$ cat src/rtl/hzd_pkg.sv
package hzd_pkg;
   localparam int unsigned INSTR_W = 32;
   localparam int unsigned OPC_W   = 6;
   localparam int unsigned REG_W   = 5;
   localparam int unsigned SEL_W   = 2;
   localparam int unsigned N_SRC   = 2;

   typedef logic [REG_W-1:0] regno_t;

   // decoded register usage carried down the pipe
   typedef struct packed {
      regno_t ra;
      regno_t rb;
      regno_t rd;
      logic   ra_rd;
      logic   rb_rd;
      logic   wr;
      logic   ld;
      logic   br;
   } uop_t;

   localparam logic [SEL_W-1:0] SEL_RF = 2'b00;
   localparam logic [SEL_W-1:0] SEL_WB = 2'b01;
   localparam logic [SEL_W-1:0] SEL_EM = 2'b10;

   // true when an older writer produces the register a reader needs
   function automatic logic reg_hit(input logic wr, input regno_t dst,
                                    input regno_t src, input logic used);
      return wr && used && (dst != '0) && (dst == src);
   endfunction
endpackage

$ cat src/rtl/hzd_decode.sv
module hzd_decode
   import hzd_pkg::*;
#(
   parameter logic [OPC_W-1:0] OPC_REG    = 6'h00,
   parameter logic [OPC_W-1:0] OPC_ADDI   = 6'h08,
   parameter logic [OPC_W-1:0] OPC_LOAD   = 6'h23,
   parameter logic [OPC_W-1:0] OPC_STORE  = 6'h2B,
   parameter logic [OPC_W-1:0] OPC_BRANCH = 6'h04
) (
   input  logic [INSTR_W-1:0] instr,
   output uop_t               uop
);
   localparam int unsigned OPC_LSB = INSTR_W - OPC_W;
   localparam int unsigned RA_LSB  = OPC_LSB - REG_W;
   localparam int unsigned RB_LSB  = RA_LSB - REG_W;
   localparam int unsigned RD_LSB  = RB_LSB - REG_W;

   if (RD_LSB < 1) begin : g_bad_layout
      $error("instruction word too narrow for three register fields");
   end
   if (OPC_REG == OPC_LOAD || OPC_LOAD == OPC_STORE || OPC_BRANCH == OPC_ADDI) begin : g_bad_opc
      $error("opcode parameters must be distinct");
   end

   logic [OPC_W-1:0] opc;
   regno_t           f_a, f_b, f_d;
   logic             unused_low;

   assign opc        = instr[INSTR_W-1:OPC_LSB];
   assign f_a        = instr[RA_LSB +: REG_W];
   assign f_b        = instr[RB_LSB +: REG_W];
   assign f_d        = instr[RD_LSB +: REG_W];
   assign unused_low = ^instr[RD_LSB-1:0];

   always_comb begin
      uop = '0;
      unique case (opc)
         OPC_REG: begin
            uop.ra = f_a;  uop.ra_rd = 1'b1;
            uop.rb = f_b;  uop.rb_rd = 1'b1;
            uop.rd = f_d;  uop.wr    = 1'b1;
         end
         OPC_ADDI: begin
            uop.ra = f_a;  uop.ra_rd = 1'b1;
            uop.rd = f_b;  uop.wr    = 1'b1;
         end
         OPC_LOAD: begin
            uop.ra = f_a;  uop.ra_rd = 1'b1;
            uop.rd = f_b;  uop.wr    = 1'b1;
            uop.ld = 1'b1;
         end
         OPC_STORE: begin
            uop.ra = f_a;  uop.ra_rd = 1'b1;
            uop.rb = f_b;  uop.rb_rd = 1'b1;
         end
         OPC_BRANCH: begin
            uop.ra = f_a;  uop.ra_rd = 1'b1;
            uop.rb = f_b;  uop.rb_rd = 1'b1;
            uop.br = 1'b1;
         end
         default: uop = '0;
      endcase
   end
endmodule

$ cat src/rtl/hzd_fwd_pick.sv
module hzd_fwd_pick
   import hzd_pkg::*;
(
   input  regno_t           src,
   input  logic             used,
   input  logic             em_wr,
   input  regno_t           em_rd,
   input  logic             wb_wr,
   input  regno_t           wb_rd,
   output logic [SEL_W-1:0] sel
);
   logic em_hit, wb_hit;

   assign em_hit = reg_hit(em_wr, em_rd, src, used);
   assign wb_hit = reg_hit(wb_wr, wb_rd, src, used);

   // memory stage holds the younger result, so it is tested first
   always_comb begin
      if (em_hit)      sel = SEL_EM;
      else if (wb_hit) sel = SEL_WB;
      else             sel = SEL_RF;
   end
endmodule

$ cat src/rtl/hzd_stall_ctl.sv
module hzd_stall_ctl
   import hzd_pkg::*;
(
   input  regno_t [N_SRC-1:0] id_src,
   input  logic   [N_SRC-1:0] id_use,
   input  logic               id_br,
   input  logic               x_wr,
   input  regno_t             x_rd,
   input  logic               x_ld,
   input  logic               m_wr,
   input  regno_t             m_rd,
   input  logic               m_ld,
   input  logic               br_cond,
   output logic [N_SRC-1:0]   br_fwd,
   output logic               lu_stall,
   output logic               hold,
   output logic               bubble,
   output logic               redirect
);
   logic [N_SRC-1:0] lu_hit;
   logic [N_SRC-1:0] bx_hit;

   for (genvar gi = 0; gi < N_SRC; gi++) begin : g_src
      logic x_hit, m_hit;
      assign x_hit      = reg_hit(x_wr, x_rd, id_src[gi], id_use[gi]);
      assign m_hit      = reg_hit(m_wr, m_rd, id_src[gi], id_use[gi]);
      assign lu_hit[gi] = x_ld & x_hit;
      // compare in decode needs a value that already exists in EX/MEM
      assign bx_hit[gi] = id_br & (x_hit | (m_ld & m_hit));
      assign br_fwd[gi] = id_br & ~m_ld & m_hit;
   end

   assign lu_stall = |lu_hit;
   assign hold     = lu_stall | (|bx_hit);
   assign bubble   = hold;
   assign redirect = id_br & br_cond & ~hold;
endmodule

$ cat src/rtl/pipe_hazard_unit.sv
module pipe_hazard_unit
   import hzd_pkg::*;
#(
   parameter logic [OPC_W-1:0] OPC_REG    = 6'h00,
   parameter logic [OPC_W-1:0] OPC_ADDI   = 6'h08,
   parameter logic [OPC_W-1:0] OPC_LOAD   = 6'h23,
   parameter logic [OPC_W-1:0] OPC_STORE  = 6'h2B,
   parameter logic [OPC_W-1:0] OPC_BRANCH = 6'h04
) (
   input  logic               clk,
   input  logic               rst_n,
   input  logic [INSTR_W-1:0] if_instr,
   input  logic               br_cond,
   output logic [SEL_W-1:0]   fwd_a_sel,
   output logic [SEL_W-1:0]   fwd_b_sel,
   output logic               br_fwd_a,
   output logic               br_fwd_b,
   output logic               hold,
   output logic               bubble,
   output logic               redirect
);
   logic [INSTR_W-1:0]          ifid_instr;
   uop_t                        id_u, idex_u, exmem_u, memwb_u;
   regno_t [N_SRC-1:0]          ex_src;
   logic   [N_SRC-1:0]          ex_use;
   regno_t [N_SRC-1:0]          id_src;
   logic   [N_SRC-1:0]          id_use;
   logic   [N_SRC-1:0][SEL_W-1:0] ex_sel;
   logic   [N_SRC-1:0]          br_fwd;
   logic                        lu_stall;
   logic                        unused_fields;

   hzd_decode #(
      .OPC_REG(OPC_REG), .OPC_ADDI(OPC_ADDI), .OPC_LOAD(OPC_LOAD),
      .OPC_STORE(OPC_STORE), .OPC_BRANCH(OPC_BRANCH)
   ) u_dec (
      .instr (ifid_instr),
      .uop   (id_u)
   );

   assign id_src = {id_u.rb, id_u.ra};
   assign id_use = {id_u.rb_rd, id_u.ra_rd};
   assign ex_src = {idex_u.rb, idex_u.ra};
   assign ex_use = {idex_u.rb_rd, idex_u.ra_rd};

   // stage shell: decode register freezes on hold, execute takes a bubble
   always_ff @(posedge clk or negedge rst_n) begin
      if (!rst_n) begin
         ifid_instr <= '0;
         idex_u     <= '0;
         exmem_u    <= '0;
         memwb_u    <= '0;
      end else begin
         if (!hold) ifid_instr <= if_instr;
         idex_u  <= bubble ? '0 : id_u;
         exmem_u <= idex_u;
         memwb_u <= exmem_u;
      end
   end

   for (genvar gi = 0; gi < N_SRC; gi++) begin : g_op
      hzd_fwd_pick u_pick (
         .src   (ex_src[gi]),
         .used  (ex_use[gi]),
         .em_wr (exmem_u.wr),
         .em_rd (exmem_u.rd),
         .wb_wr (memwb_u.wr),
         .wb_rd (memwb_u.rd),
         .sel   (ex_sel[gi])
      );
   end

   hzd_stall_ctl u_stall (
      .id_src   (id_src),
      .id_use   (id_use),
      .id_br    (id_u.br),
      .x_wr     (idex_u.wr),
      .x_rd     (idex_u.rd),
      .x_ld     (idex_u.ld),
      .m_wr     (exmem_u.wr),
      .m_rd     (exmem_u.rd),
      .m_ld     (exmem_u.ld),
      .br_cond  (br_cond),
      .br_fwd   (br_fwd),
      .lu_stall (lu_stall),
      .hold     (hold),
      .bubble   (bubble),
      .redirect (redirect)
   );

   assign fwd_a_sel = ex_sel[0];
   assign fwd_b_sel = ex_sel[1];
   assign br_fwd_a  = br_fwd[0];
   assign br_fwd_b  = br_fwd[1];

   assign unused_fields = ^{id_u.rd, id_u.wr, id_u.ld, idex_u.br,
                            exmem_u.ra, exmem_u.rb, exmem_u.ra_rd, exmem_u.rb_rd, exmem_u.br,
                            memwb_u.ra, memwb_u.rb, memwb_u.ra_rd, memwb_u.rb_rd,
                            memwb_u.ld, memwb_u.br};
endmodule

$ cat config.mk
export PLATFORM = sky130hd
export DESIGN_NAME = pipe_hazard_unit
export DESIGN_NICKNAME = d
export VERILOG_FILES = /design/src/rtl/hzd_pkg.sv /design/src/rtl/hzd_decode.sv /design/src/rtl/hzd_fwd_pick.sv /design/src/rtl/hzd_stall_ctl.sv /design/src/rtl/pipe_hazard_unit.sv
export SDC_FILE = /design/constraint.sdc
export NUM_CORES = 1
export LEC_CHECK = 0
export BUFFER_PORTS_ARGS = -buffer_cell sky130_fd_sc_hd__buf_2
export CAP_MARGIN = 20
export CORE_ASPECT_RATIO = 0.6
export CORE_UTILIZATION = 35
export DETAILED_ROUTE_END_ITERATION = 8
export PLACE_DENSITY_LB_ADDON = 0.08
export SLEW_MARGIN = 40
export SYNTH_ARGS = -nofsm -noshare
export SYNTH_HDL_FRONTEND = slang
export SYNTH_SLANG_ARGS = --single-unit
$ cat constraint.sdc
create_clock -name clk -period 5.9 [get_ports clk]
set_input_delay 0.295 -clock clk [delete_from_list [all_inputs] [get_ports clk]]
set_output_delay 0.295 -clock clk [all_outputs]
set_load 0.05 [all_outputs]
## After elaboration in Yosys (flattened, before gate mapping)

Cells that the tools add are included.

- Equality and inequality tests: 12
- Muxes and demuxes: 13
- Bitwise logic cells: 16
- Reductions and logical operators: 34

Operators with widths:

| kind | count |
|---|---|
| $eq A5 B5 Y1 | 8 |
| $logic_and A1 B1 Y1 | 24 |
| $mux W20 | 1 |
| $reduce_bool A5 Y1 | 3 |
| $eq A6 B6 Y1 const B | 2 |
| $and A1 B1 Y1 | 11 |
| $mux W5 | 2 |
| $pmux W5 S2 | 1 |
| $mux W1 | 7 |
| $eq A6 B3 Y1 const B | 1 |
| $eq A6 B4 Y1 const B | 1 |
| $logic_not A6 Y1 | 1 |
| $reduce_or A2 Y1 | 3 |
| $reduce_or A3 Y1 | 2 |
| $reduce_or A5 Y1 | 1 |
| $mux W2 | 2 |
| $or A1 B1 Y1 | 3 |
| $not A1 Y1 | 2 |

- Register bits: 64
- Input port bits: 35
- Output and inout port bits: 9
- Logic and storage cells: 88

## Depth between registers and ports, before layout

Gate-level depths: netlist of the first run.

- Word-level depth: 13
- Depth in mapped cells: 9
- Gate-level depth less buffers: 6

## Cells and area by module

Synthesis of the first run repeated with hierarchy kept, for this count alone.

- Cells, all modules: 234
- Area total of the unflattened synthesis: 3226.8 µm²

Modules (own cells, without submodules):

| module | instances | cells each | area each (µm²) | seq. area each (µm²) |
|---|---|---|---|---|
| pipe_hazard_unit | 1 | 120 | 2280.9 | 1601.5 |
| hzd_stall_ctl | 1 | 44 | 355.3 | 0.0 |
| hzd_fwd_pick | 2 | 20 | 165.2 | 0.0 |
| hzd_decode | 1 | 30 | 260.2 | 0.0 |

## Worst setup path after synthesis of the first run

Ideal clock, no wire load.

- Kind: reg2out
- From: register exmem_u[6] (netlist name)
- To: output redirect
- Arrival: 2.611 ns
- Data required time: 5.605 ns
- Setup slack: 2.994 ns
- Cell stages (with the launch flop): 8
- Buffers on the path: 1
- Cell sequence: dfrtp_1 > buf_6 > or4_4 > o21ai_4 > nor4_2 > o211ai_2 > nand2_1 > nor2_1

- Word-level cells in the longest chain between the ends: 10
- Elaborated cells on any way between the ends: 17
- Classes of those cells: 2 x eq/ne; 9 x bitwise; 6 x reduce/logical

Ends and longest elaborated chain:

| element | line | RTL |
|---|---|---|
| start, declared | pipe_hazard_unit.sv:23 | `uop_t id_u, idex_u, exmem_u, memwb_u;` |
| start signal, assigned | pipe_hazard_unit.sv:56 | `exmem_u <= idex_u;` |
| $reduce_bool A5 Y1 | hzd_pkg.sv:29 | `return wr && used && (dst != '0) && (dst == src);` |
| $logic_and A1 B1 Y1 (2 in series) | hzd_pkg.sv:29 |  |
| $and A1 B1 Y1 | hzd_stall_ctl.sv:29 | `assign bx_hit[gi] = id_br & (x_hit \| (m_ld & m_hit));` |
| $or A1 B1 Y1 | hzd_stall_ctl.sv:29 |  |
| $and A1 B1 Y1 | hzd_stall_ctl.sv:29 |  |
| $reduce_or A2 Y1 * | hzd_stall_ctl.sv:34 | `assign hold = lu_stall \| (\|bx_hit);` |
| $or A1 B1 Y1 * | hzd_stall_ctl.sv:34 |  |
| named net bubble | pipe_hazard_unit.sv:19 | `output logic bubble,` |
| $not A1 Y1 * | hzd_stall_ctl.sv:36 | `assign redirect = id_br & br_cond & ~hold;` |
| $and A1 B1 Y1 * | hzd_stall_ctl.sv:36 |  |
| end, declared | pipe_hazard_unit.sv:20 | `output logic redirect` |

The timed path passes the listed nets; every way through them passes the cells marked *.

## Worst setup path after layout of the first run

- From: register ifid_instr[29]
- To: register ifid_instr[21]

- Word-level cells in the longest chain between the ends: 11
- Elaborated cells on any way between the ends: 39
- Classes of those cells: 8 x eq/ne; 5 x mux; 9 x bitwise; 17 x reduce/logical

Ends and longest elaborated chain:

| element | line | RTL |
|---|---|---|
| start, declared | pipe_hazard_unit.sv:22 | `logic [INSTR_W-1:0] ifid_instr;` |
| start signal, assigned | pipe_hazard_unit.sv:54 | `if (!hold) ifid_instr <= if_instr;` |
| branches (longest 10 deep; another with $eq A6 B4 Y1) | - |  |
| $or A1 B1 Y1 * | hzd_stall_ctl.sv:34 |  |

Mark *: on every way between the ends.
A chain may end at the register's enable or synchronous reset.

==> results.md, run 1 <==
- Worst Hold Slack: 0.1167 ns
- CTS Sinks: 53
- DR vias: 1632
- Clock latency on the worst-skew pair: 0.29 ns
- Vias in the first global route: 1695
- WP buf/inv: 1
- Max Cap Viol: 0
- CTS tree: done
- Cell Pwr Density: 242.7 nW/um^2
- Initial antenna violation count: 0
- Final worst slack: 2.965 ns
- Placement Cell Area: 2861 um^2
- Ports: 44
- Setup TNS: 0 ns
- Root Driver: clkbuf_16
- CTS H-tree depth: 2
- Final WL: 5188 um
- Cell area after layout: 3004 um^2
- CP Capture Type: register
- Switching share of total power: 0.2176
- Pleak: 1.396 nW
- CP cell instances: a2111oi_2 > o21ai_2 > nor4_2 > o211ai_2 > o311ai_4 > buf_4 > mux2_4
- Slew Viols, Final: 0
- Die area: 7873 um^2
- Clock slew at reported path FFs: 0.06 ns
- Critical-path top delay cell: a2111oi_2
- Max FO, Critical Path: 25
- DP Wirelength: 3875 um
- TritonCTS buffer count: 5
- Final Hold Fails: 0
- CP max stage delay: 0.54 ns
- Initial Utilization: 0.3617
- Share of cells above drive strength 1: 0.2846
- Remaining global-route overflow: 0
- Max IR drop VDD: 0.09559 mV
- Worst hold-check path type: input pin to async pin
- Clock skew: 0.005921 ns
- Slew Limit Headroom: 0.5436
- Max Root-Sink Buffers: 2
- RSZ-0062 raised after global routing: false
- Cell Int Power: 0.0005706 W
- Post-route insts no fill: 350
- Mapped Area: 2629 um^2
- Die height: 69.13 um
- Dpl cells: 343
- Most frequent cells in the layout: dfrtp_1 (53), buf_2 (32), xnor2_1 (29)
- Drt wl/cell: 14.82 um
- Die Wd: 113.9 um
- Synthesis warning total: 0
- Multi-input gate area: 1196 um^2
- FF-to-FF setup slack: 2.96 ns
- Clk pwr share: 0.391
- Avg Cell Area, Syn: 12.11 um^2
- Storage cell area: 1326 um^2
- Remaining antenna violation count after routing: 0
- Post-Synthesis Cells: 217
- Worst Tran Pin Value: 0.6793 ns
- Critical Path RT: 6.07 ns
- Min cycle time layout: 2.935 ns
- Sequential Power Share: 0.537
- Sequential area share after synthesis: 0.5045
- Seq cells post-synth: 53
- Top Family by Delay on Critical Path: compound AO/OA/AOI/OAI gates
- Pre-CTS setup slack: 2.930 ns
- Gpl congestion: 0.7293
- Sw power: 0.0001587 W
- Post-CTS sizing: 0
- IO buf count: 32
- Iter 0 DRT Violations: 81
- Antenna cells: 0
- Nets: 281
- Syn Nets: 252
- DR pass1 iterations: 4
- Yosys cell types: 38
- First-pass GRT wire length: 9004 um
- Fill count: 708
- DRC violations left: 0
- CTS Hold Buffers Added: 0
- Max frequency: 340.7 MHz
- Outcome: completed
- Kind of critical path: register to register
- Core ar.: 7267 um^2
- Final Setup Violations: 0
- Comb pwr share: 0.072
- Most common cell after layout, fill and taps aside: dfrtp_1
- Post-CTS Setup Inserts: 0
- Crit start category: register
- Period utilization: 0.4975
- Largest net degree at the start of global routing: 54
- # rows: 24
- Worst Path Arrival: 3.11 ns
- Via density: 4.663
- Layout area overhead: 14.28%
- Total GRT Usage: 0.1506
==> through the flow <==
| stage | utilization | power (W) |
|---|---|---|
| 3_5_place_dp | 0.3938 | 0.0004525 |
| 2_1_floorplan | - | 0.0004272 |
| 3_3_place_gp | 0.3922 | 0.0004520 |
| 4_1_cts | 0.4134 | 0.0007412 |
| 5_1_grt | 0.4134 | 0.0007646 |
| 6_report | 0.4134 | 0.0007292 |
==> sequential cells by signal, indices dropped and copies added (netlist names) <==
signal      cells
memwb_u         6
idex_u          7
ex_src         10
ifid_instr     21
exmem_u         7
ex_use          2
==> worst paths after layout <==
check,startpoint,endpoint,cells after the start
setup / recovery,ifid_instr[29]$_DFFE_PN0N_,ifid_instr[21]$_DFFE_PN0N_,7
hold / removal,rst_n,ifid_instr[30]$_DFFE_PN0N_,2
setup reg to reg,ifid_instr[29]$_DFFE_PN0N_,ifid_instr[21]$_DFFE_PN0N_,7
hold reg to reg,idex_u[2]$_DFF_PN0_,exmem_u[2]$_DFF_PN0_,0
max in group asynchronous,rst_n,ifid_instr[28]$_DFFE_PN0N_,2
min in group clk,if_instr[28],ifid_instr[28]$_DFFE_PN0N_,2
==> routing by layer <==
metal,part of all wire,global-route usage,up-vias
li1,-,-,808
met1,0.56,0.2292,791
met2,0.41,0.2114,25
met3,0.025,0.03166,8
met4,0.013,0.04762,0
met5,0,0,-
==> cells by family after synthesis <==
kind of cell,share of synthesized area
simple gates,0.1437
buf+inv,0.04426
flops,0.5045
compound gates,0.06568
xor+xnor,0.1333
mux,0.1085
==> synth_stat cells, drive strengths merged <==
master	count	area share
dfrtp	53	0.50
xnor2	29	0.097
mux2	19	0.11
nor2	16	0.023
buf	11	0.033
nor3	11	0.025
xor2	11	0.037
nand2	10	0.014
a22oi	7	0.025
nand3	7	0.013
nor3b	7	0.020
inv	6	0.0086
nor4	5	0.014
o21ai	4	0.013
nand4	3	0.0071
or4	3	0.010
and3	2	0.0048
clkbuf	2	0.0029
o211ai	2	0.0076
a2111oi	1	0.0057
a21oi	1	0.0019
a31oi	1	0.0024
and4b	1	0.0038
nand3b	1	0.0029
nor2b	1	0.0024
nor4b	1	0.0033
o22a	1	0.0033
o311ai	1	0.0062
==> cell type report <==
cell class,instances,share of cell area
sequential,53,0.4415
multi-input combinational,145,0.3982
timing repair buffer,35,0.06206
clock buffer,7,0.04748
tap,104,0.04332
inverter,6,0.007497
==> power groups by stage <==
stage	clock network [W]	registers, W	logic [W]
after floorplan	0	0.000392	0.0000356
after global placement	0	0.000398	0.0000536
after detailed placement	0	0.000398	0.0000543
after CTS	0.000295	0.000391	0.0000543
after global routing	0.000311	0.000393	0.0000599
final	0.000285	0.000391	0.0000528
==> worst reg2reg max path, stage by stage (launching register included) <==
cell,delay (ns)
dfrtp_1,0.47
a2111oi_2,0.54
o21ai_2,0.22
nor4_2,0.38
o211ai_2,0.19
o311ai_4,0.23
buf_4,0.45
mux2_4,0.34
Power figures use the tool's default switching activity.
==> inputs of run 2 (changes only) <==
Settings changed: ABC_AREA set to 1.
Clock period 5.9 ns to 2.9 ns, I/O delays scaled along.
==> results.md, run 2 <==
- Cell Pwr Density: 522.1 nW/um^2 (+120%)
- Max IR drop VDD: 0.2132 mV (+120%)
- CTS tree: done
- Slew Limit Headroom: 0.6056 (+0.06194)
- # rows: 24 (unchanged)
- CTS Sinks: 53 (unchanged)
- Final WL: 6643 um (+28%)
- Synth top area share: 0.4998 (-0.004757)
- Mapped Area: 2654 um^2 (+0.95%)
- Clock slew at reported path FFs: 0.07 ns (about the same)
- Cell area after layout: 3148 um^2 (+4.8%)
- Critical Path RT: 2.76 ns (-3.31 ns)
- Ys async rst share: 1.000 (unchanged)
- Max Root-Sink Buffers: 2 (unchanged)
- Layout area overhead: 18.62%
- Slew Viols, Final: 0 (unchanged)
- DP Wirelength: 4965 um (+28%)
- Min cycle time layout: 2.702 ns
- Number of enable flip-flop cells after synthesis: 0 (unchanged)
- DR pass1 iterations: 5 (+1)
- CP Capture Type: output pin
- Largest net degree at the start of global routing: 29 (-46%)
- Final Hold Fails: 0 (unchanged)
- Ports: 44 (unchanged)
- TritonCTS buffer count: 5 (unchanged)
- Iter 0 DRT Violations: 153 (+89%)
- Max Cap Viol: 0 (unchanged)
- Remaining global-route overflow: 0 (unchanged)
- Top-count cell post-synth: nand2_1
- Period utilization: 0.9317
- Worst Tran Pin Value: 0.5916 ns (-0.08769 ns)
- Core ar.: 7297 um^2 (+0.41%)
- Initial Utilization: 0.3637 (+0.001941)
- RSZ-0062 raised after global routing: false
- Vias in the first global route: 2048 (+21%)
- Commonest cells post-synth: nand2_1 (75), dfrtp_1 (53), inv_1 (44), nor2_1 (39), nand3_1 (36)
- Largest Register: ifid_instr
- Remaining antenna violation count after routing: 0 (unchanged)
- Setup TNS: 0 ns (unchanged)
- CTS H-tree depth: 2 (unchanged)
- Pre-CTS setup slack: 0.3718 ns (-2.558 ns)
- Final Setup Violations: 0 (unchanged)
- Avg Cell Area, Syn: 8.140 um^2 (-33%)
- Post-Synthesis Cells: 326 (+50%)
- Antenna cells: 0 (unchanged)
- Worst hold-check path type: input pin to register
- Nets: 396 (+41%)
- Placement Cell Area: 2907 um^2 (+1.6%)
- Crit start category: register
- Synthesis warning total: 0 (unchanged)
- Die height: 69.45 um (+0.46%)
- Total GRT Usage: 0.1866 (+0.03602)
- Share of cells above drive strength 1: 0.1685 (-0.1160)
- Most common cell after layout, fill and taps aside: nand2_1
- DR vias: 2257 (+38%)
- Gpl congestion: 0.7799 (+6.9%)
- Root Driver: clkbuf_16
- Post-route insts no fill: 466 (+33%)
- DRC violations left: 0 (unchanged)
- Die area: 7946 um^2 (+0.93%)
- Die Wd: 114.4 um (+0.47%)
- Clock skew: 0.01187 ns (+0.005946 ns)
- Pleak: 1.604 nW (+15%)
- Kind of critical path: register to output pin
- Yosys cell types: 29 (-24%)
- Worst Hold Slack: 0.06196 ns (-0.05471 ns)
- First-pass GRT wire length: 11050 um (+23%)
- Sequential area share after synthesis: 0.4998 (-0.004757)
- Max frequency: 370.1 MHz
- Most common flop cell mapped by yosys: dfrtp_1
- Syn Nets: 361 (+43%)
- Max FFs per register: 21 (unchanged)
- Drt wl/cell: 14.26 um (-3.8%)
- Fill count: 739 (+4.4%)
- Most frequent cells in the layout: nand2_1 (75), dfrtp_1 (53), inv_1 (44)
- Clock latency on the worst-skew pair: 0.30 ns (about the same)
- Max FO, Critical Path: 24 (-4.0%)
- Dpl cells: 457 (+33%)
- Post-CTS Setup Inserts: 0 (unchanged)
- Seq cells post-synth: 53 (unchanged)
- IO buf count: 32 (unchanged)
- Synth top area cells: dfrtp_1 (50%), nand2_1 (11%), nand3_1 (6.8%)
- Worst Path Arrival: 2.56 ns (-0.55 ns)
- Outcome: completed
- Final worst slack: 0.1982 ns (-2.767 ns)
- Top cell type by total area after synthesis: dfrtp_1
- Via density: 4.843 (+3.9%)
- Initial antenna violation count: 0 (unchanged)
## run 2: cell types whose count changed after synthesis, sizes merged, moves of 7 or more
| cell | previous run | this run |
|---|---|---|
| inv | 6 | 46 |
| mux2 | 19 | 0 |
| nand2 | 10 | 84 |
| nand3 | 7 | 37 |
| nor2 | 16 | 40 |
| nor3 | 11 | 2 |
| nor3b | 7 | 0 |
| o22ai | 0 | 10 |
| xnor2 | 29 | 7 |
| xor2 | 11 | 2 |
## run 2: kinds of logic (layout without fill, tap and decap cells)
logic type,after synthesis,count (layout),share of synthesized area
buffers and inverters,57,93,0.09618
and+or+nand+nor,173,173,0.2881
AOI/OAI and AO/OA,34,34,0.08628
xor gates and xnor gates,9,9,0.02970
DFF,53,53,0.4998
## run 2: worst paths after layout
| check | from | to | slack (ns) | cells after the start |
|---|---|---|---|---|
| worst max-delay path | ifid_instr[31]$_DFFE_PN0N_ | redirect | 0.20 | 14 |
| worst min-delay path | if_instr[30] | ifid_instr[30]$_DFFE_PN0N_ | 0.06 | 3 |
| worst max register to register | ifid_instr[31]$_DFFE_PN0N_ | ifid_instr[18]$_DFFE_PN0N_ | 0.49 | 14 |
| worst min register to register | idex_u[1]$_DFF_PN0_ | exmem_u[1]$_DFF_PN0_ | 0.37 | 0 |
| max in group asynchronous | rst_n | ifid_instr[28]$_DFFE_PN0N_ | 1.73 | 3 |
| min in group asynchronous | rst_n | ex_src[4]$_DFF_PN0_ | 0.39 | 2 |
## run 2: report_power, final
part           switching, W  internal, W
Combinational     0.0000510    0.0000344
Clock              0.000279     0.000498
Sequential        0.0000224     0.000759
Total              0.000352      0.00129
## run 2: final cells by class
class                   count  area [um^2]  area share
flip-flops and latches     53         1326      0.4213
repair buffers             39        222.7     0.07075
multi-input cells         216         1102      0.3502
well taps                 104        130.1     0.04134
clock buffers               5        125.1     0.03975
inverters                  46        172.7     0.05485
clock inverters             3        68.82     0.02186
## run 2: per-layer routing
layer | routed length, um | track usage
met5 | 0 | 0
met4 | 74 | 0.05628
met3 | 352 | 0.04458
met2 | 2461 | 0.2323
met1 | 3754 | 0.3065
## run 2: timing repair
action | CTS | global route
hold endpoints to repair | 25 | 0
setup endpoints to repair | 0 | 3
hold buffers | 1 | 0
resized for setup | 0 | 9
## run 2: stage by stage
stage / utilization / power, W
after floorplan: - / 0.0008333
after global placement: 0.3983 / 0.0008794
after detailed placement: 0.3983 / 0.0008801
after CTS: 0.4263 / 0.001661
after global routing: 0.4314 / 0.001710
final: 0.4314 / 0.001644
## run 2: worst max-delay path: stages, from the launching register on
cell      delay, ns
dfrtp_1        0.40
nor2_1         0.20
nand3_1        0.14
nand2_2        0.18
inv_2          0.08
nor2_1         0.14
nand2_1        0.07
nand2_1        0.06
nor2_1         0.04
nand3_1        0.20
nand2_2        0.13
nand2_8        0.19
nand2_8        0.11
nor2_1         0.09
clkbuf_4       0.23
